### config.mk
export PLATFORM = sky130hd
export DESIGN_NAME = clkpi_loop_filter
export DESIGN_NICKNAME = d
export VERILOG_FILES = /design/src/rtl/clkpi_pkg.sv /design/src/rtl/clkpi_err_calc.sv /design/src/rtl/clkpi_pi_core.sv /design/src/rtl/clkpi_out_clamp.sv /design/src/rtl/clkpi_loop_filter.sv
export SDC_FILE = /design/constraint.sdc
export NUM_CORES = 1
export LEC_CHECK = 0
export BUFFER_PORTS_ARGS = -buffer_cell sky130_fd_sc_hd__buf_2
export CAP_MARGIN = 20
export CORE_MARGIN = 5
export CORE_UTILIZATION = 65
export CTS_BUF_LIST = sky130_fd_sc_hd__clkbuf_8
export DETAILED_ROUTE_END_ITERATION = 10
export PLACE_DENSITY = 0.91
export SLEW_MARGIN = 20
export SYNTH_ARGS = -nofsm -noshare
export SYNTH_HDL_FRONTEND = slang
export SYNTH_SLANG_ARGS = --single-unit
### constraint.sdc
create_clock -name clk -period 27.1 [get_ports clk]
set_input_delay 2.71 -clock clk [delete_from_list [all_inputs] [get_ports clk]]
set_output_delay 2.71 -clock clk [all_outputs]
set_load 0.03 [all_outputs]
### src/rtl/clkpi_pkg.sv
package clkpi_pkg;
    localparam int CNT_W  = 16;
    localparam int TUNE_W = 20;
    localparam int ACC_W  = 32;

    typedef logic signed [ACC_W-1:0] acc_t;

    typedef struct packed {
        acc_t              base;
        acc_t              phase;
        acc_t              integ;
        acc_t              y;
        logic              fast;
        logic              rate;
        logic              tv;
        logic [TUNE_W-1:0] tw;
    } state_t;
endpackage

### src/rtl/clkpi_err_calc.sv
module clkpi_err_calc
    import clkpi_pkg::*;
#(
    parameter int EXP_LO = 29184,
    parameter int EXP_HI = 49152
) (
    input  logic [CNT_W-1:0] snap_now,
    input  logic [CNT_W-1:0] snap_prev,
    input  logic             rate,
    output acc_t             cnt_err
);
    localparam logic [CNT_W-1:0] EXP_LO_W = CNT_W'(EXP_LO);
    localparam logic [CNT_W-1:0] EXP_HI_W = CNT_W'(EXP_HI);
    localparam int               EXT_W    = ACC_W - CNT_W;

    logic [CNT_W-1:0] exp_cnt;
    logic [CNT_W-1:0] raw;

    always_comb begin
        exp_cnt = rate ? EXP_HI_W : EXP_LO_W;
        raw     = snap_now - snap_prev - exp_cnt;
        cnt_err = {{EXT_W{raw[CNT_W-1]}}, raw};
    end
endmodule

### src/rtl/clkpi_pi_core.sv
module clkpi_pi_core
    import clkpi_pkg::*;
#(
    parameter int KP_SH  = 5,
    parameter int KI_SH  = 2,
    parameter int IIR_SH = 3
) (
    input  acc_t err_in,
    input  acc_t phase_q,
    input  acc_t integ_q,
    input  acc_t y_q,
    output acc_t phase_n,
    output acc_t integ_n,
    output acc_t y_n
);
    acc_t freq_err;
    acc_t ctrl_x;
    acc_t delta;

    always_comb begin
        freq_err = -err_in;
        phase_n  = phase_q + freq_err;
        integ_n  = integ_q + phase_n;
        ctrl_x   = (phase_n <<< KP_SH) + (integ_n >>> KI_SH);
        delta    = ctrl_x - y_q;
        y_n      = y_q + (delta >>> IIR_SH);
    end
endmodule

### src/rtl/clkpi_out_clamp.sv
module clkpi_out_clamp
    import clkpi_pkg::*;
(
    input  acc_t              base,
    input  acc_t              y,
    output logic [TUNE_W-1:0] word
);
    localparam acc_t TOP_V = acc_t'((64'd1 << TUNE_W) - 64'd1);

    acc_t sum;
    acc_t lim;

    always_comb begin
        sum = base + y;
        if (sum < 0)
            lim = '0;
        else if (sum > TOP_V)
            lim = TOP_V;
        else
            lim = sum;
        word = TUNE_W'(lim);
    end
endmodule

### src/rtl/clkpi_loop_filter.sv
module clkpi_loop_filter
    import clkpi_pkg::*;
#(
    parameter int EXP_LO  = 29184,
    parameter int EXP_HI  = 49152,
    parameter int BASE_LO = 498283,
    parameter int BASE_HI = 478151,
    parameter int GAIN_LO = 627,
    parameter int GAIN_HI = 627,
    parameter int KP_SH   = 5,
    parameter int KI_SH   = 2,
    parameter int IIR_SH  = 3
) (
    input  logic              clk,
    input  logic              rst_n,
    input  logic              restart,
    input  logic              rate_sel,
    input  logic              meas_valid,
    input  logic [CNT_W-1:0]  snap_now,
    input  logic [CNT_W-1:0]  snap_prev,
    output logic              tune_valid,
    output logic [TUNE_W-1:0] tune_word
);
    localparam acc_t BASE_LO_A = acc_t'(BASE_LO);
    localparam acc_t BASE_HI_A = acc_t'(BASE_HI);
    localparam acc_t GAIN_LO_A = acc_t'(GAIN_LO);
    localparam acc_t GAIN_HI_A = acc_t'(GAIN_HI);

    state_t st_d, st_q;

    acc_t              err_raw;
    acc_t              err_eff;
    acc_t              base_eff;
    acc_t              gain_cur;
    acc_t              phase_n, integ_n, y_n;
    logic [TUNE_W-1:0] word_n;
    logic              take;

    clkpi_err_calc #(
        .EXP_LO (EXP_LO),
        .EXP_HI (EXP_HI)
    ) u_err (
        .snap_now  (snap_now),
        .snap_prev (snap_prev),
        .rate      (st_q.rate),
        .cnt_err   (err_raw)
    );

    // fast lock: seed the base from the first error, hide that error
    always_comb begin
        gain_cur = st_q.rate ? GAIN_HI_A : GAIN_LO_A;
        if (st_q.fast) begin
            err_eff  = '0;
            base_eff = st_q.base - err_raw * gain_cur;
        end else begin
            err_eff  = err_raw;
            base_eff = st_q.base;
        end
    end

    clkpi_pi_core #(
        .KP_SH  (KP_SH),
        .KI_SH  (KI_SH),
        .IIR_SH (IIR_SH)
    ) u_core (
        .err_in  (err_eff),
        .phase_q (st_q.phase),
        .integ_q (st_q.integ),
        .y_q     (st_q.y),
        .phase_n (phase_n),
        .integ_n (integ_n),
        .y_n     (y_n)
    );

    clkpi_out_clamp u_clamp (
        .base (base_eff),
        .y    (y_n),
        .word (word_n)
    );

    assign take = meas_valid && !restart;

    always_comb begin
        st_d    = st_q;
        st_d.tv = 1'b0;
        if (restart) begin
            st_d.rate  = rate_sel;
            st_d.base  = rate_sel ? BASE_HI_A : BASE_LO_A;
            st_d.phase = '0;
            st_d.integ = '0;
            st_d.y     = '0;
            st_d.fast  = 1'b1;
        end else if (meas_valid) begin
            st_d.base  = base_eff;
            st_d.fast  = 1'b0;
            st_d.phase = phase_n;
            st_d.integ = integ_n;
            st_d.y     = y_n;
            if (y_n != st_q.y) begin
                st_d.tv = 1'b1;
                st_d.tw = word_n;
            end
        end
    end

    always_ff @(posedge clk or negedge rst_n) begin
        if (!rst_n) begin
            st_q       <= '0;
            st_q.base  <= BASE_LO_A;
            st_q.fast  <= 1'b1;
        end else begin
            st_q <= st_d;
        end
    end

    assign tune_valid = st_q.tv;
    assign tune_word  = st_q.tw;


    valid_needs_meas_chk: assert property (@(posedge clk) disable iff (!rst_n)
        tune_valid |-> $past(take));


    fast_no_strobe_chk: assert property (@(posedge clk) disable iff (!rst_n)
        (take && st_q.fast) |=> !tune_valid);


    restart_clears_chk: assert property (@(posedge clk) disable iff (!rst_n)
        restart |=> (st_q.phase == 0 && st_q.integ == 0 && st_q.y == 0
                     && st_q.fast && !tune_valid));


    word_hold_chk: assert property (@(posedge clk) disable iff (!rst_n)
        !take |=> $stable(tune_word));
endmodule

[Word-level counts from Yosys, hierarchy flattened]
Cells that the tools add are included.
Storage, ports and cells
  register bits: 151
  bits of input ports: 37
  output and inout bits: 21
  word-level logic and storage cells: 36
Operators by class
  $add $sub $neg: 10
  multipliers: 1
  magnitude comparators: 2
  equality and inequality tests: 1
  muxes and demuxes: 11
  bitwise operators: 1
  reduce and logical (&&, ||, !) cells: 2
Operators with widths (number)
  $mux W129: 2
  $add A32 B32 Y32: 3
  $mux W32: 2
  $mux W21: 3
  $mux W20: 2
  $add A32 B29 Y32: 1
  $add A32 B30 Y32: 1
  $gt A32 B21 Y1 const B: 1
  $lt A32 B1 Y1 const B: 1
  $mux W16: 2
  $ne A32 B32 Y1: 1
  $neg A32 Y32: 1
  $sub A16 B16 Y16: 2
  $sub A32 B27 Y32: 1
  $sub A32 B32 Y32: 1
  $mul A16 B11 Y27 const B: 1
  $reduce_and A3 Y1: 1
  $reduce_bool A2 Y1: 1
  $not A1 Y1: 1

[Depth between registers and ports, before layout]
Gate-level depths: netlist (run 1).
  depth after elaboration: 16
  depth in mapped cells: 70
  mapped depth without buffers: 66

[Modules after synthesis]
From an unflattened synthesis (run 1), not the netlist that was laid out.
Second synthesis, totals
  cells, all modules: 2778
  area total of the unflattened synthesis: 23780.3 um^2
By module, submodules not included
  clkpi_loop_filter: instances 1, cells an instance 1462, area an instance 14096.0 um^2, sequential area each 3794.9 um^2
  clkpi_pi_core: instances 1, cells an instance 834, area an instance 6353.6 um^2, sequential area each 0.0 um^2
  clkpi_out_clamp: instances 1, cells an instance 295, area an instance 2009.4 um^2, sequential area each 0.0 um^2
  clkpi_err_calc: instances 1, cells an instance 187, area an instance 1321.3 um^2, sequential area each 0.0 um^2

[Worst setup path after synthesis (run 1)]
OpenSTA, ideal clock, no wires.
  path kind: in2reg
  start point: in snap_now[3]
  end point: reg st_q, in the netlist tune_word[10]
  setup time: 121 ps
  arrival time: 14375 ps
  required time: 26979 ps
  slack: 12604 ps
  stages: 68
  buffers on the path: 4
  cell sequence: inv_1 > ha_1 > inv_1 > ha_1 > a21boi_0 > o21ai_0 > a21boi_0 > o21a_1 > o21ai_0 > a21boi_0 > o21ai_0 > a21boi_0 > o21ai_0 > a21boi_0 > nor2_1 > nand2_1 > ha_1 > and4_1 > [... 32 more ...] > or2_2 > a21oi_1 > xnor2_1 > ha_1 > clkbuf_1 > nor2_1 > nor2_1 > o21ai_0 > a311oi_1 > o21ai_0 > a21oi_1 > nor2_1 > xor2_1 > and4b_1 > clkbuf_1 > clkbuf_1 > nand2_1 > a22o_1
Between the ends
  longest elaborated chain between the ends: 13
  elaborated cells between the ends (all ways): 19
  those cells by class: add/sub: 10; mul: 1; order compare: 2; eq/ne: 1; mux: 4; reduce/logical: 1
RTL lines
  start, declared: RTL line clkpi_loop_filter.sv:19  | input logic [CNT_W-1:0] snap_now,
  $sub A16 B16 Y16 * (2 in series): RTL line clkpi_err_calc.sv:21  | raw = snap_now - snap_prev - exp_cnt;
  $mux W32: RTL line clkpi_loop_filter.sv:52  | if (st_q.fast) begin
  $neg A32 Y32: RTL line clkpi_pi_core.sv:21  | freq_err = -err_in;
  $add A32 B32 Y32: RTL line clkpi_pi_core.sv:22  | phase_n = phase_q + freq_err;
  $add A32 B32 Y32: RTL line clkpi_pi_core.sv:23  | integ_n = integ_q + phase_n;
  $add A32 B30 Y32: RTL line clkpi_pi_core.sv:24  | ctrl_x = (phase_n <<< KP_SH) + (integ_n >>> KI_SH);
  $sub A32 B32 Y32: RTL line clkpi_pi_core.sv:25  | delta = ctrl_x - y_q;
  $add A32 B29 Y32: RTL line clkpi_pi_core.sv:26  | y_n = y_q + (delta >>> IIR_SH);
  $add A32 B32 Y32: RTL line clkpi_out_clamp.sv:14  | sum = base + y;
  $gt A32 B21 Y1: RTL line clkpi_out_clamp.sv:17  | else if (sum > TOP_V)
  $mux W20: RTL line clkpi_out_clamp.sv:17
  $mux W20: RTL line clkpi_out_clamp.sv:15  | if (sum < 0)
  end signal, assigned: RTL line clkpi_loop_filter.sv:112  | st_q <= st_d;
  end, declared: RTL line clkpi_loop_filter.sv:29  | state_t st_d, st_q;
Every way passes the cells marked *; elsewhere a longest branch is shown, timed or not.
A chain may end at the register's enable or synchronous reset.

[Final worst setup path (run 1)]
  start point: in snap_now[3]
  end point: reg st_q, in the netlist tune_word[15]
The elaborated chain is that of the path after synthesis.

==> reports/metrics.csv, run 1 <==
stage;metric;value;unit
route;Wirelength per Cell;18.97;µm
clock_network;number of clock buffers inserted by TritonCTS;17;
grt;global-route wire length before repair;91450;µm
job;number of violations of the max-capacitance limit;0;
logic_synthesis;Net Count, Synth;2971;
critical_path;CP Buf/Inv Count;4;
route;drt total wl;55740;µm
placed_design;I/O Buffers;57;
critical_path;Worst path max stage delay;0.73;ns
critical_path;startpoint type of the worst setup path;input pin;
route;mean number of vias per cell;6.233;
critical_path;Max FO, Critical Path;20;
layout;diodes inserted;0;
logic_synthesis;flop and latch count out of synthesis;151;
clock_network;maximum level of the CTS H-tree;4;
clock_network;clock insertion delay at the later pin of the skew report;0.50;ns
logic_synthesis;number of library cell types mapped by synthesis;103;
die;Die Outline Area;37100;µm²
critical_path;Worst Path Required;27.49;ns
die;DIE WIDTH;192.6;µm
clock_network;clk slew on worst S/H paths;0.10;ns
route;drt drc;0;
route;number of nets with antenna violations after routing;0;
logic_synthesis;share of the yosys chip area belonging to registers;0.1751;
logic_synthesis;count of yosys warnings during synthesis;0;
die;FP Rows;66;
critical_path;type of the worst setup path;in -> reg;
timing;setup total negative slack;0;ns
logic_synthesis;mean instance size in the synthesized netlist;8.702;µm²
grt;pin count of the biggest net entering global routing;78;
logic_synthesis;instance count of the mapped netlist;2491;
die;initial core utilization;0.6628;
clock_network;TritonCTS clock tree;built;
layout;Filler cells;2532;
timing;final count of pins violating max slew;0;
clock_network;cells resized by post-CTS repair;0;
timing;Max Clock Skew;0.02053;ns
die;Placeable Area;32700;µm²
min_path;HP Class;reg -> reg;
placed_design;placer's final routability congestion estimate;0.9818;
logic_synthesis;most used flip-flop cell after synthesis;sky130_fd_sc_hd__dfrtp_1;
timing;number of hold violations in the final report;0;
timing;time the final worst path needs with I/O delays and setup;16.52;ns
die;height of the chip;192.6;µm
grt;total global routing overflow;0;
timing;Worst Tran Pin Value;1.123;ns
timing;unrepaired setup endpoints after global routing;false;
layout;most common library cell in the layout ignoring fill and taps;sky130_fd_sc_hd__ha_1;
layout;most used cells in the layout excluding fill and tap cells;sky130_fd_sc_hd__ha_1, sky130_fd_sc_hd__inv_1, sky130_fd_sc_hd__nor2_1;
logic_synthesis;number of synthesized flops with an enable pin;0;
clock_network;hold buffer count at CTS;0;
critical_path;critical path's top delay family;compound AO/OA/AOI/OAI gates;
timing;share of the clock period used by the worst path;0.6097;
critical_path;Worst Setup End Kind;flip-flop;
critical_path;endpoint arrival time on the critical path;16.91;ns
die;I/O pins;58;
timing;Max Clk Rate;0.06052;GHz
logic_synthesis;cell area after synthesis;21680;µm²
route;Pre-antenna DRT Iters;6;
layout;Area Growth Syn to Fin;3.902;%
logic_synthesis;async set-or-reset flop fraction in the synthesized netlist;1.000;
placed_design;detailed-placement wirelength estimate;44600;µm
clock_network;Clock Sinks;151;
layout;share of final-layout standard cells stronger than drive strength 1;0.07091;
status;run status;finished clean;
route;total number of vias;18310;
clock_network;CTS root buffer;sky130_fd_sc_hd__clkbuf_8;
timing;number of setup violations in the final report;0;
clock_network;count of buffers added by post-CTS timing repair for setup;0;
route;starting DRC count in detailed routing;1372;
grt;number of global-route vias before repair;18480;
grt;total routing usage reported by global routing;0.3050;
critical_path;standard cell with the maximum stage delay on the critical path;sky130_fd_sc_hd__and4b_1;
clock_network;Max clock buf depth;2;
grt;number of antenna violations at the first check in global routing;1;
critical_path;most used cell, CP;sky130_fd_sc_hd__o21ai_0;
layout;Nets;2963;
timing;worst-case headroom to the max-slew limit;0.2511;
stage by stage:
stage | worst slack (ns) | area, µm² | hold WS [ns] | std cells | utilization
floorplan | 12.60 | 21680 | 0.4725 | 2491 | -
global placement | 11.13 | 22140 | 0.4861 | 2906 | 0.6769
detailed placement | 10.26 | 22140 | 0.4909 | 2906 | 0.6769
CTS | 10.70 | 22510 | 0.5153 | 2938 | 0.6884
global route | 9.410 | 22520 | 0.5322 | 2938 | 0.6887
finish | 10.58 | 22520 | 0.5118 | 2938 | 0.6887
path summary, 6_finish.rpt:
kind	startpoint	to	slack, ns	cells past startpoint
min in group asynchronous	rst_n	st_q[62]	2.23	1
max	snap_now[3]	tune_word[15]	10.58	65
max in group asynchronous	rst_n	st_q[54]	23.35	2
max reg2reg	st_q[21]	tune_word[15]	13.37	56
min reg2reg	tune_word[0]	tune_word[0]	0.51	1
min	tune_word[0]	tune_word[0]	0.51	1
per-layer routing:
layer	part of all wire	global-route usage
met2	0.47	0.4962
met5	0.00036	0
met1	0.42	0.3917
met3	0.063	0.04920
met4	0.056	0.1594
flip-flops by register name, summed over array words and instances, names as in the netlist:
signal and flops:
st_q 130, tune_valid 1, tune_word 20
cells in the mapped netlist, types with 7 or more instances:
cell type | number | area [µm²]
sky130_fd_sc_hd__nand2_1 | 148 | 555.5
sky130_fd_sc_hd__o211a_1 | 7 | 70.07
sky130_fd_sc_hd__mux2i_1 | 110 | 1101
sky130_fd_sc_hd__buf_4 | 20 | 150.1
sky130_fd_sc_hd__inv_1 | 271 | 1017
sky130_fd_sc_hd__a21boi_0 | 20 | 150.1
sky130_fd_sc_hd__mux2_2 | 11 | 123.9
sky130_fd_sc_hd__o21bai_1 | 18 | 135.1
sky130_fd_sc_hd__xnor2_1 | 137 | 1200
sky130_fd_sc_hd__buf_1 | 8 | 30.03
sky130_fd_sc_hd__o211ai_1 | 14 | 105.1
sky130_fd_sc_hd__nor2b_1 | 22 | 137.6
sky130_fd_sc_hd__nor2_1 | 252 | 945.9
sky130_fd_sc_hd__ha_1 | 326 | 4079
sky130_fd_sc_hd__nand3_1 | 39 | 195.2
sky130_fd_sc_hd__a21o_1 | 67 | 503.0
sky130_fd_sc_hd__a22o_1 | 22 | 192.7
sky130_fd_sc_hd__and3_1 | 25 | 156.4
sky130_fd_sc_hd__o21a_1 | 27 | 202.7
sky130_fd_sc_hd__a21oi_1 | 136 | 680.7
sky130_fd_sc_hd__dfrtp_1 | 138 | 3453
sky130_fd_sc_hd__a31oi_1 | 23 | 143.9
sky130_fd_sc_hd__or3_1 | 13 | 81.33
sky130_fd_sc_hd__clkbuf_1 | 55 | 206.5
sky130_fd_sc_hd__o2111ai_1 | 9 | 78.83
sky130_fd_sc_hd__or2_2 | 7 | 43.79
sky130_fd_sc_hd__nor4_1 | 8 | 50.05
sky130_fd_sc_hd__a221o_1 | 7 | 70.07
sky130_fd_sc_hd__nand4_1 | 14 | 87.58
sky130_fd_sc_hd__o21ai_0 | 105 | 525.5
sky130_fd_sc_hd__and2_1 | 14 | 87.58
sky130_fd_sc_hd__nor3_1 | 47 | 235.2
sky130_fd_sc_hd__xor2_1 | 57 | 499.2
sky130_fd_sc_hd__fa_1 | 117 | 2342
sky130_fd_sc_hd__a211oi_1 | 22 | 165.2
sky130_fd_sc_hd__nand2b_1 | 27 | 168.9
sky130_fd_sc_hd__dfstp_2 | 13 | 341.6
worst register-to-register path, delay by kind of cell (launching register included):
| family | cells | cell delay, ns |
|---|---|---|
| compound gates | 28 | 6.11 |
| fa+ha+maj | 8 | 3.15 |
| buf+inv | 1 | 0.11 |
| flops | 1 | 0.56 |
| simple gates | 14 | 2.72 |
| xor+xnor | 5 | 0.96 |
logic make-up (layout without fill, tap and decap cells):
kind of cell	count (synthesis)	in the layout	synth area share
simple gates	652	652	0.1415
compound gates	560	560	0.1780
fa+ha+maj	443	443	0.2962
buf+inv	364	369	0.06817
xor+xnor	200	200	0.08451
flops	151	151	0.1751
mux	121	121	0.05651
layout make-up:
type	count	area, µm²	area share
Clock buffer	17	234.0	0.01039
Clock inverter	15	142.6	0.006333
Inverter	272	1021	0.04533
Multi-Input combinational cell	1976	16420	0.7289
Sequential cell	151	3795	0.1685
Tap cell	442	553.0	0.02456
Timing Repair Buffer	65	360.3	0.01600
Power of run 1 is not shown: default switching activity piles up to over one toggle a cycle in this logic, so the estimate is an artifact.
==> inputs of run 2 (changes only) <==
CORE_UTILIZATION = 60   (was 65)
PLACE_DENSITY = 0.88   (was 0.91)
clock period = 15.1 ns   (was 27.1 ns; I/O delays follow)
==> reports/metrics.csv, run 2 (synthesized netlist as in run 1, its figures left out) <==
stage;metric;value;unit;change
status;run status;finished clean;;
route;number of nets with antenna violations after routing;0;;unchanged
route;Pre-antenna DRT Iters;6;;unchanged
clock_network;count of buffers added by post-CTS timing repair for setup;0;;unchanged
timing;share of the clock period used by the worst path;0.9352;;
grt;number of antenna violations at the first check in global routing;0;;-1
die;I/O pins;58;;unchanged
layout;most common library cell in the layout ignoring fill and taps;sky130_fd_sc_hd__ha_1;;
die;DIE WIDTH;200.1;µm;+3.9%
route;starting DRC count in detailed routing;1299;;-5.3%
timing;Max Clock Skew;0.02461;ns;+0.004079 ns
critical_path;Worst path max stage delay;0.46;ns;-0.27 ns
placed_design;detailed-placement wirelength estimate;45980;µm;+3.1%
clock_network;clock insertion delay at the later pin of the skew report;0.51;ns;about the same
clock_network;maximum level of the CTS H-tree;4;;unchanged
critical_path;startpoint type of the worst setup path;input pin;;
grt;met2 Track Usage GR;0.4983;;+0.002033
clock_network;clk slew on worst S/H paths;0.11;ns;about the same
grt;total global routing overflow;0;;unchanged
critical_path;Worst Path Required;15.55;ns;-11.94 ns
critical_path;endpoint arrival time on the critical path;14.57;ns;-2.34 ns
clock_network;number of clock buffers inserted by TritonCTS;17;;unchanged
die;FP Rows;69;;+4.5%
timing;Worst Tran Pin Value;1.138;ns;+0.01462 ns
grt;total routing usage reported by global routing;0.2892;;-0.01581
grt;number of global-route vias before repair;18960;;+2.6%
die;height of the chip;200.1;µm;+3.9%
placed_design;I/O Buffers;57;;unchanged
route;mean number of vias per cell;6.088;;-2.3%
layout;share of final-layout standard cells stronger than drive strength 1;0.1023;;+0.03141
timing;final count of pins violating max slew;0;;unchanged
grt;met3 routing resource usage after global routing;0.04011;;-0.009090
grt;pin count of the biggest net entering global routing;94;;+21%
critical_path;type of the worst setup path;in -> reg;;
timing;worst-case headroom to the max-slew limit;0.2406;;-0.01058
die;Placeable Area;35660;µm²;+9.0%
critical_path;Worst Setup End Kind;flip-flop;;
clock_network;Clock Sinks;151;;unchanged
clock_network;Max clock buf depth;2;;unchanged
layout;Nets;3047;;+2.8%
layout;area occupied by multi-input gates;16420;µm²;about the same
timing;time the final worst path needs with I/O delays and setup;14.12;ns;
timing;number of hold violations in the final report;0;;unchanged
layout;flip-flop count of the largest register, all copies and words added;130;;unchanged
route;drt drc;0;;unchanged
timing;unrepaired setup endpoints after global routing;false;;
clock_network;TritonCTS clock tree;built;;
layout;most used cells in the layout excluding fill and tap cells;sky130_fd_sc_hd__ha_1, sky130_fd_sc_hd__inv_1, sky130_fd_sc_hd__nor2_1;;
timing;number of setup violations in the final report;0;;unchanged
timing;Max Clk Rate;0.07081;GHz;
placed_design;placer's final routability congestion estimate;0.9532;;-2.9%
clock_network;CTS root buffer;sky130_fd_sc_hd__clkbuf_8;;
layout;Area Growth Syn to Fin;7.383;%;
route;total number of vias;18520;;+1.1%
critical_path;most used cell, CP;sky130_fd_sc_hd__ha_1;;
grt;global-route wire length before repair;93960;µm;+2.7%
grt;most crowded layer after global routing;met2;;
die;Die Outline Area;40030;µm²;+7.9%
job;number of violations of the max-capacitance limit;0;;unchanged
layout;storage element area;3795;µm²;unchanged
layout;end-of-flow core utilization;0.6528;;-0.03590
route;Wirelength per Cell;18.78;µm;-1.0%
route;drt total wl;57100;µm;+2.4%
critical_path;Max FO, Critical Path;20;;unchanged
layout;Filler cells;2818;;+11%
min_path;HP Class;reg -> reg;;
timing;setup total negative slack;0;ns;unchanged
die;initial core utilization;0.6079;;-0.05492
layout;register ranked first by flip-flop count;st_q;;
critical_path;standard cell with the maximum stage delay on the critical path;sky130_fd_sc_hd__fa_1;;
grt;met1 usage in global routing;0.3705;;-0.02123
layout;diodes inserted;0;;unchanged
[run 2: changes by cell type in the layout (fill, tap and decap cells not counted), moves of 3 or more]
cell,change
sky130_fd_sc_hd__clkinvlp_4,-7
sky130_fd_sc_hd__buf_4,+81
sky130_fd_sc_hd__buf_12,+3
sky130_fd_sc_hd__inv_8,+6
[run 2: path summary, 6_finish.rpt]
kind	start	endpoint	slack, ns	cells after the start
max in group asynchronous	rst_n	st_q[80]	12.68	2
hold / removal	tune_word[13]	tune_word[13]	0.53	1
hold reg to reg	tune_word[13]	tune_word[13]	0.53	1
setup reg to reg	st_q[22]	tune_word[6]	1.59	51
min in group asynchronous	rst_n	st_q[56]	1.07	1
setup / recovery	snap_now[3]	tune_word[6]	0.98	63
[run 2: per-layer routing]
layer	vias up	share of wire
met4	0	0.037
met3	133	0.056
met5	-	0
met2	599	0.49
met1	8979	0.42
li1	8804	-
[run 2: area by class of cell]
type	instances	share of cell area
clock inverter	15	0.008547
tap	461	0.02478
inverter	272	0.04386
sequential	151	0.1630
timing repair buffer	149	0.04419
clock buffer	17	0.01005
multi-input combinational	1976	0.7055
[run 2: stage by stage]
stage	instance area [µm²]	instances	setup slack [ns]	hold WS [ns]
floorplan	21680	2491	1.804	0.4725
global placement	22830	3009	0.7963	0.4859
detailed placement	22830	3009	0.4589	0.4994
CTS	23260	3041	0.8778	0.5250
global route	23280	3041	0.01890	0.5360
finish	23280	3041	0.9782	0.5271
[run 2: critical path, delay by kind of cell]
kind	cells	cell delay [ns]
AOI/OAI and AO/OA	29	5.59
muxes	1	0.27
xor gates and xnor gates	6	1.34
and+or+nand+nor	14	2.65
adders and majority gates	8	2.77
buffers and inverters	5	0.39
[run 2: timing repair]
| action | in CTS | in global routing |
|---|---|---|
| resized for setup | 0 | 4 |
| endpoints found under the hold margin | 0 | 0 |
| endpoints found under the setup margin | 0 | 21 |
| hold buffers | 0 | 0 |
Power of run 2 is left out for the same reason.
==> inputs of run 3 (changes only) <==
CORE_UTILIZATION = 65   (was 60)
PLACE_DENSITY = 0.91   (was 0.88)
clock period = 13.95 ns   (was 15.1 ns; I/O delays follow)
==> reports/metrics.csv, run 3 (synthesized netlist as in run 1, its figures left out) <==
stage;metric;value;unit;change
layout;register ranked first by flip-flop count;st_q;;
die;height of the chip;192.6;µm;-3.7%
clock_network;clock insertion delay at the later pin of the skew report;0.50;ns;about the same
grt;number of global-route vias before repair;19260;;+1.6%
die;initial core utilization;0.6628;;+0.05492
die;DIE WIDTH;192.6;µm;-3.7%
placed_design;placer's final routability congestion estimate;1.035;;+8.6%
die;I/O pins;58;;unchanged
layout;end-of-flow core utilization;0.7124;;+0.05958
timing;final count of pins violating max slew;0;;unchanged
route;drt total wl;58750;µm;+2.9%
die;Die Outline Area;37100;µm²;-7.3%
route;starting DRC count in detailed routing;1534;;+18%
clock_network;number of clock buffers inserted by TritonCTS;17;;unchanged
layout;most used cells in the layout excluding fill and tap cells;sky130_fd_sc_hd__ha_1, sky130_fd_sc_hd__inv_1, sky130_fd_sc_hd__nor2_1;;
layout;flip-flop count of the largest register, all copies and words added;130;;unchanged
layout;most common library cell in the layout ignoring fill and taps;sky130_fd_sc_hd__ha_1;;
route;Pre-antenna DRT Iters;8;;+2
route;total number of vias;18870;;+1.9%
die;FP Rows;66;;-4.3%
grt;total global routing overflow;0;;unchanged
critical_path;Worst path max stage delay;0.46;ns;about the same
timing;worst-case headroom to the max-slew limit;0.3430;;+0.1024
placed_design;detailed-placement wirelength estimate;46340;µm;+0.79%
critical_path;Max FO, Critical Path;21;;+5.0%
die;Placeable Area;32700;µm²;-8.3%
clock_network;CTS root buffer;sky130_fd_sc_hd__clkbuf_8;;
timing;Max Clk Rate;0.07459;GHz;
timing;share of the clock period used by the worst path;0.9611;;
timing;number of setup violations in the final report;0;;unchanged
grt;global-route wire length before repair;95500;µm;+1.6%
clock_network;hold buffer count at CTS;0;;unchanged
job;number of violations of the max-capacitance limit;0;;unchanged
status;run status;finished clean;;
clock_network;clk slew on worst S/H paths;0.09;ns;-0.02 ns
critical_path;startpoint type of the worst setup path;input pin;;
layout;share of final-layout standard cells stronger than drive strength 1;0.1051;;+0.002733
layout;Area Growth Syn to Fin;7.475;%;about the same
timing;Worst Tran Pin Value;0.9855;ns;-0.1524 ns
timing;time the final worst path needs with I/O delays and setup;13.41;ns;
min_path;HP Class;reg -> reg;;
critical_path;Worst Path Required;14.39;ns;-1.16 ns
timing;Max Clock Skew;0.01650;ns;-0.008112 ns
layout;diodes inserted;0;;unchanged
timing;number of hold violations in the final report;0;;unchanged
grt;number of antenna violations at the first check in global routing;1;;+1
route;drt drc;0;;unchanged
layout;Nets;3037;;-0.33%
route;mean number of vias per cell;6.265;;+2.9%
critical_path;type of the worst setup path;in -> reg;;
layout;Cell Count, Final, Fillers Out;3012;;-0.95%
grt;pin count of the biggest net entering global routing;93;;-1.1%
route;Wirelength per Cell;19.50;µm;+3.9%
clock_network;TritonCTS clock tree;built;;
critical_path;Worst Setup End Kind;flip-flop;;
clock_network;maximum level of the CTS H-tree;4;;unchanged
critical_path;endpoint arrival time on the critical path;13.84;ns;-0.73 ns
placed_design;I/O Buffers;57;;unchanged
route;number of nets with antenna violations after routing;0;;unchanged
clock_network;Max clock buf depth;2;;unchanged
grt;total routing usage reported by global routing;0.3187;;+0.02951
clock_network;Clock Sinks;151;;unchanged
critical_path;standard cell with the maximum stage delay on the critical path;sky130_fd_sc_hd__or3_1;;
placed_design;DP Cell Count;2980;;-0.96%
## run 3: changes by cell type in the layout (fill, tap and decap cells not counted), moves of 2 or more
cell and change:
sky130_fd_sc_hd__xnor2_1 -4, sky130_fd_sc_hd__a21boi_0 -6, sky130_fd_sc_hd__buf_4 -10, sky130_fd_sc_hd__xnor2_2 +4
sky130_fd_sc_hd__clkinvlp_4 +2, sky130_fd_sc_hd__o21ai_0 -4, sky130_fd_sc_hd__inv_8 -5, sky130_fd_sc_hd__o21ai_1 +2
sky130_fd_sc_hd__a21boi_1 +6, sky130_fd_sc_hd__o21ai_2 +2
## run 3: final timing paths
path,startpoint,to,slack (ns),cells after the start
min in group asynchronous,rst_n,st_q[55],0.96,1
worst max register to register,st_q[21],tune_word[8],1.58,53
worst min-delay path,tune_word[5],tune_word[5],0.51,1
worst max-delay path,snap_now[0],tune_word[8],0.54,60
max in group asynchronous,rst_n,st_q[63],11.63,2
worst min register to register,tune_word[5],tune_word[5],0.51,1
## run 3: through the flow
| step | area, µm² | hold WS, ns | worst slack [ns] | TNS (ns) |
|---|---|---|---|---|
| 5_1_grt | 23300 | 0.5342 | -0.1155 | -1.879 |
| 4_1_cts | 23170 | 0.5161 | 0.01185 | 0 |
| 2_1_floorplan | 21680 | 0.4725 | 0.7687 | 0 |
| 6_report | 23300 | 0.5140 | 0.5429 | 0 |
| 3_3_place_gp | 22730 | 0.4882 | 0.2543 | 0 |
| 3_5_place_dp | 22730 | 0.4909 | -0.4375 | -8.370 |
## run 3: timing repair
item | 4_1_cts | 5_1_grt
endpoints found under the setup margin | 6 | 21
gates resized for setup | 1 | 33
buffers inserted | 0 | 0
pin swaps | 0 | 2
## run 3: area by class of cell
| cell class | instances | area [µm²] |
|---|---|---|
| clock buffer | 18 | 247.7 |
| clock inverter | 14 | 185.2 |
| fill | 2442 | 9405 |
| inverter | 272 | 1021 |
| multi-input combinational | 1976 | 16540 |
| sequential | 151 | 3795 |
| tap | 442 | 553.0 |
| timing repair buffer | 139 | 953.4 |
## run 3: critical path: cells and delay by family
kind                       cells  cell delay (ns)
AOI/OAI and AO/OA             31             5.85
and+or+nand+nor               12             2.77
adders and majority gates      7             2.27
xor gates and xnor gates       5             1.04
buffers and inverters          5             0.44
## run 3: metal layers
layer / vias to the layer above / global-route usage / part of all wire
met5: - / 0 / 0
met4: 0 / 0.1135 / 0.036
met3: 153 / 0.04703 / 0.065
met2: 750 / 0.5513 / 0.49
met1: 9171 / 0.4066 / 0.41
li1: 8797 / - / -
Power of run 3 is left out for the same reason.
